$ cat src/rtl/spi_txq_pkg.sv
package spi_txq_pkg;

   typedef enum logic {
      FILL_CPU = 1'b0,
      FILL_DMA = 1'b1
   } fill_mode_e;

endpackage

$ cat src/rtl/txq_holdbuf.sv
module txq_holdbuf
   import spi_txq_pkg::*;
#(
   parameter int DW = 8
) (
   input  logic          clk,
   input  logic          rst_n,
   input  logic          rd_stat,
   input  logic          wr_data,
   input  logic [DW-1:0] wdata,
   input  logic          dma_en,
   input  logic          dma_done,
   input  logic          take,
   output logic          full,
   output logic [DW-1:0] hold_q
);

   fill_mode_e mode;
   logic       armed;
   logic       cpu_acc;
   logic       dma_stage;
   logic       dma_commit;

   assign mode       = dma_en ? FILL_DMA : FILL_CPU;
   assign cpu_acc    = (mode == FILL_CPU) && wr_data && armed;
   assign dma_stage  = (mode == FILL_DMA) && wr_data && !full;
   assign dma_commit = (mode == FILL_DMA) && dma_done && !full;

   // the gate: a read that saw an empty buffer licenses one write
   always_ff @(posedge clk or negedge rst_n) begin
      if (!rst_n) begin
         armed <= 1'b0;
      end else if (wr_data) begin
         armed <= 1'b0;
      end else if (rd_stat) begin
         armed <= !full;
      end
   end

   always_ff @(posedge clk or negedge rst_n) begin
      if (!rst_n) begin
         hold_q <= '0;
      end else if (cpu_acc || dma_stage) begin
         hold_q <= wdata;
      end
   end

   always_ff @(posedge clk or negedge rst_n) begin
      if (!rst_n) begin
         full <= 1'b0;
      end else if (take) begin
         full <= 1'b0;
      end else if (cpu_acc || dma_commit) begin
         full <= 1'b1;
      end
   end

endmodule

$ cat src/rtl/txq_shifter.sv
module txq_shifter #(
   parameter int DW       = 8,
   parameter int DIV_HALF = 4
) (
   input  logic          clk,
   input  logic          rst_n,
   input  logic          load_ok,
   input  logic [DW-1:0] load_data,
   output logic          take,
   output logic          busy,
   output logic          sck,
   output logic          sdo
);

   localparam int BW = (DW > 1) ? $clog2(DW) : 1;
   localparam logic [BW-1:0] LAST_BIT = BW'(DW - 1);

   logic [DW-1:0] shreg;
   logic [BW-1:0] bitcnt;
   logic          sck_q;
   logic          half_tick;
   logic          byte_done;

   generate
      if (DIV_HALF == 1) begin : g_nodiv
         assign half_tick = busy;
      end else begin : g_div
         localparam int CW = $clog2(DIV_HALF);
         localparam logic [CW-1:0] CNT_TOP = CW'(DIV_HALF - 1);
         logic [CW-1:0] cnt;
         always_ff @(posedge clk or negedge rst_n) begin
            if (!rst_n) begin
               cnt <= '0;
            end else if (!busy || cnt == CNT_TOP) begin
               cnt <= '0;
            end else begin
               cnt <= cnt + 1'b1;
            end
         end
         assign half_tick = busy && (cnt == CNT_TOP);
      end
   endgenerate

   assign byte_done = half_tick && sck_q && (bitcnt == LAST_BIT);
   assign take      = load_ok && (!busy || byte_done);

   always_ff @(posedge clk or negedge rst_n) begin
      if (!rst_n) begin
         shreg  <= '0;
         bitcnt <= '0;
         sck_q  <= 1'b0;
         busy   <= 1'b0;
      end else if (take) begin
         shreg  <= load_data;
         bitcnt <= '0;
         sck_q  <= 1'b0;
         busy   <= 1'b1;
      end else if (byte_done) begin
         bitcnt <= '0;
         sck_q  <= 1'b0;
         busy   <= 1'b0;
      end else if (half_tick) begin
         sck_q <= !sck_q;
         if (sck_q) begin
            shreg  <= shreg << 1;
            bitcnt <= bitcnt + 1'b1;
         end
      end
   end

   assign sck = sck_q;
   assign sdo = busy && shreg[DW-1];

endmodule

$ cat src/rtl/spi_txq.sv
module spi_txq #(
   parameter int DW       = 8,
   parameter int DIV_HALF = 4
) (
   input  logic          clk,
   input  logic          rst_n,
   input  logic          rd_stat,
   input  logic          wr_data,
   input  logic [DW-1:0] wdata,
   input  logic          dma_en,
   input  logic          dma_done,
   output logic          sdo,
   output logic          sck,
   output logic          tx_empty,
   output logic          dma_req
);

   initial begin
      assert (DW >= 2) else $error("spi_txq: DW must be at least 2");
      assert (DIV_HALF >= 1) else $error("spi_txq: DIV_HALF must be at least 1");
   end

   logic          buf_full;
   logic [DW-1:0] buf_data;
   logic          take;
   logic          shift_busy;

   txq_holdbuf #(.DW(DW)) u_buf (
      .clk      (clk),
      .rst_n    (rst_n),
      .rd_stat  (rd_stat),
      .wr_data  (wr_data),
      .wdata    (wdata),
      .dma_en   (dma_en),
      .dma_done (dma_done),
      .take     (take),
      .full     (buf_full),
      .hold_q   (buf_data)
   );

   txq_shifter #(.DW(DW), .DIV_HALF(DIV_HALF)) u_shift (
      .clk       (clk),
      .rst_n     (rst_n),
      .load_ok   (buf_full),
      .load_data (buf_data),
      .take      (take),
      .busy      (shift_busy),
      .sck       (sck),
      .sdo       (sdo)
   );

   assign tx_empty = !buf_full;
   assign dma_req  = dma_en && !buf_full;

endmodule

$ cat config.mk
export PLATFORM = sky130hd
export DESIGN_NAME = spi_txq
export DESIGN_NICKNAME = d
export VERILOG_FILES = /design/src/rtl/spi_txq_pkg.sv /design/src/rtl/txq_holdbuf.sv /design/src/rtl/txq_shifter.sv /design/src/rtl/spi_txq.sv
export SDC_FILE = /design/constraint.sdc
export NUM_CORES = 1
export LEC_CHECK = 0
export ABC_AREA = 1
export CORE_ASPECT_RATIO = 1.2
export CORE_UTILIZATION = 30
export CTS_CLUSTER_SIZE = 28
export DETAILED_ROUTE_END_ITERATION = 12
export PLACE_DENSITY = 0.5
export SETUP_SLACK_MARGIN = 0.5
export SLEW_MARGIN = 20
export SYNTH_ARGS = -nofsm -noshare
export SYNTH_HDL_FRONTEND = slang
export SYNTH_HIERARCHICAL = 1
export SYNTH_SLANG_ARGS = --single-unit
$ cat constraint.sdc
create_clock -name clk -period 1.55 [get_ports clk]
set_input_delay 0.31 -clock clk [delete_from_list [all_inputs] [get_ports clk]]
set_output_delay 0.31 -clock clk [all_outputs]
set_load 0.02 [all_outputs]
==> results.yml <==
sta:
  setup_viol: 0
  slew_headroom_pct: 75.29
  maxSlewViolCount: 0
  rsz0062_at_grt: "yes"
  fmaxAchievable_mhz: 718.3
  finalHoldViolCount: 0
  tightestPinTransition_ns: 0.3706
  period_minus_slack_ns: 1.392
  tns_ns: 0
  finalClockSkew_ns: 0.006886
  post-route-period-util_pct: 89.82
route:
  routed_wl_mm: 2.805
  drc_errors: 0
  wire_per_inst_um: 11.50
  firstDrtPassIters: 4
  num_vias: 1063
  ant_nets: 0
  viasPerCell: 4.357
  drt_iter0_markers: 26
global_route:
  top_usage_layer: "met2"
  grt_usage_pct: 15.09
  use_met1_pct: 17.17
  grt_overflow_total: 0
  use_met3_pct: 2.139
  grt_max_degree: 26
  grt_pass1_wl_mm: 4.878
  first_global_vias: 1102
  antenna_found_initial: 0
  use_met2_pct: 26.74
final_layout:
  n_antenna_cell: 0
  final_cells: 244
  fin_nets: 208
  final_cell_mix: "nand2_1 (42), dfrtp_1 (24), inv_1 (15), nand2_2 (14), nand3_1 (13)"
  seq_area_um2: 626.9
  fill_cells: 395
  syn2layout_area_growth_pct: 57.19
  layout_commonest_cell: "nand2_1"
  multi_input_area_um2: 754.5
  drive_above_1_share_pct: 40.00
clock_tree:
  clk_latency_ns: 0.27
  htree_levels: 1
  cts_tree: "built"
  cts-buffers-inserted: 3
  cts-root-buf: "clkbuf_8"
  cts.path.max_buffers: 2
  clkSinkCount: 25
  cts.clk_slew.worst_paths_ns: 0.09
setup_path:
  crit_family: "simple AND/OR/NAND/NOR gates"
  crit_slowest_cell: "dfrtp_1"
  slowest_delay_ns: 0.37
  path_buf_inv: 1
  worstPathRequired_ns: 1.72
  path_class: "flop to flop"
  crit_chain: "ha_2, ha_4, nand4_4, nand2_8, buf_6, nand3_1, nand2_1, nand2_1"
  crit_fanout: 6
  reg2regPathDepth: 8
  arrival_ns: 1.57
  cp-start-kind: "flop"
  path_depth: 8
  worst_setup_path_end_kind: "flop"
  cpMostUsedCell: "nand2_1"
yosys:
  ys_ff_latch: 25
  synth_area_mm2: 0.001245
  synth_nets: 167
  yosysSeqAreaShare_pct: 50.25
  syn_area_per_cell_um2: 8.300
  yosysWarnings: 6
  synthDistinctLibCells: 21
  synth_cells: 150
outcome:
  outcome: "complete, no violations"
place:
  dpl.hpwl_mm: 1.739
  place.port_buffers: 17
  globalplace.congestion: 0.7280
  dp.cells: 223
power_and_ir_drop:
  seqPwrFrac_pct: 42.0
  p_per_area_mw_per_mm2: 1251
  switchingPower_w: 0.0008684
  p_leak_nw: 0.9778
  clkPwrFrac_pct: 15.9
  vdd.ir_drop.worst_uv: 389.6
  p_comb_share_pct: 42.1
  switching_share_pct: 35.49
  p_int_w: 0.001579
floorplan:
  die_w_um: 60.81
  die_area_mm2: 0.004412
  boundaryPins: 18
  fp.dieH_um: 72.57
  rows: 25
  fp.coreArea_mm2: 0.003973
  initial_utilization_pct: 31.34
flow_run:
  cap_viol_max_count: 0
worst_hold_path:
  hold_path.class: "input pin to async pin"
## path summary, 6_finish.rpt
path,from,end,slack [ns]
min in group clk,u_buf/hold_q[0],u_shift/shreg[0],0.49
worst min-delay path,rst_n,u_shift/g_div.cnt[0],0.40
worst min register to register,u_buf/hold_q[0],u_shift/shreg[0],0.49
worst max register to register,u_shift/bitcnt[0],u_shift/shreg[5],0.16
worst max-delay path,u_shift/bitcnt[0],u_shift/shreg[5],0.16
max in group asynchronous,rst_n,u_shift/sck,0.88
## state kept, by name, summed over array words and instances, names as in the netlist
name               flops
u_shift/shreg          8
u_shift/g_div.cnt      2
u_shift/bitcnt         3
u_buf/hold_q           8
u_shift/sck            1
u_shift/busy           1
u_buf/armed            1
u_buf/full             1
## logic make-up after synthesis
kind of cell | Yosys count | share of synthesized area [%]
buffers and inverters | 22 | 7.839
AND/OR/NAND/NOR | 94 | 35.98
AO/OA/AOI/OAI | 6 | 2.915
flip-flops | 25 | 50.25
adder cells (fa/ha/maj) | 3 | 3.015
## power groups by stage
stage	clock (W)	sequential, W	combinational (W)
5_1_grt	0.000441	0.00105	0.00116
3_5_place_dp	0	0.00104	0.000740
6_report	0.000389	0.00103	0.00103
2_1_floorplan	0	0.00103	0.000516
3_3_place_gp	0	0.00103	0.000710
4_1_cts	0.000416	0.00102	0.000904
## area by class of cell
type / count / area share [%]
well taps: 54 / 3.453
clock buffers: 3 / 2.110
clock inverters: 1 / 0.2558
inverters: 19 / 4.795
multi-input cells: 106 / 38.55
flip-flops and latches: 25 / 32.03
repair inverters: 1 / 0.2558
repair buffers: 35 / 18.54
## cell usage after synthesis
cell type	n	area share, %
inv_4	1	0.50
ha_1	3	3.0
nor3b_1	1	0.60
nand2_4	3	2.7
inv_1	17	5.1
nor2_1	1	0.30
inv_2	1	0.30
a211oi_1	1	0.60
a21oi_1	4	1.6
nor3_1	2	0.80
buf_4	1	0.60
buf_2	1	0.40
nand3_1	23	9.2
nand3_2	3	2.4
nand4_2	1	1.0
nor2_2	1	0.50
dfrtp_1	25	50
o21ai_2	1	0.70
nand2_1	58	17
buf_6	1	0.90
nor2_4	1	0.90
## layer usage
layer | wire, um | up-vias | share of wire [%]
met5 | 0 | - | 0
met4 | 57 | 0 | 2.0
met3 | 62 | 5 | 2.2
met2 | 1532 | 15 | 55
met1 | 1153 | 484 | 41
li1 | - | 559 | -
## worst register-to-register path: cells and delay by family (launching register included)
| kind | cells | cell delay [ns] |
|---|---|---|
| simple gates | 5 | 0.44 |
| flops | 1 | 0.37 |
| fa+ha+maj | 2 | 0.36 |
| buf+inv | 1 | 0.13 |
## repair_timing
| action | in CTS | in global routing |
|---|---|---|
| buffers inserted | 11 | 2 |
| pin swaps | 17 | 15 |
| cloned | 3 | 1 |
| hold endpoints to repair | 0 | 0 |
| hold buffers | 0 | 0 |
| endpoints found under the setup margin | 26 | 27 |
| gates resized for setup | 46 | 30 |
## through the flow
stage	total power, W	cell area (um^2)	worst slack (ns)	utilization [%]	hold slack, ns
floorplan	0.001544	1318	0.1802	-	0.01441
global placement	0.001741	1569	-0.2519	39.50	0.4753
detailed placement	0.001781	1569	-0.2628	39.50	0.4713
CTS	0.002336	1812	0.1410	45.61	0.4046
global route	0.002650	1957	0.06365	49.26	0.4235
finish	0.002447	1957	0.1578	49.26	0.4037
No activity file was read; power rests on OpenSTA's default activity.
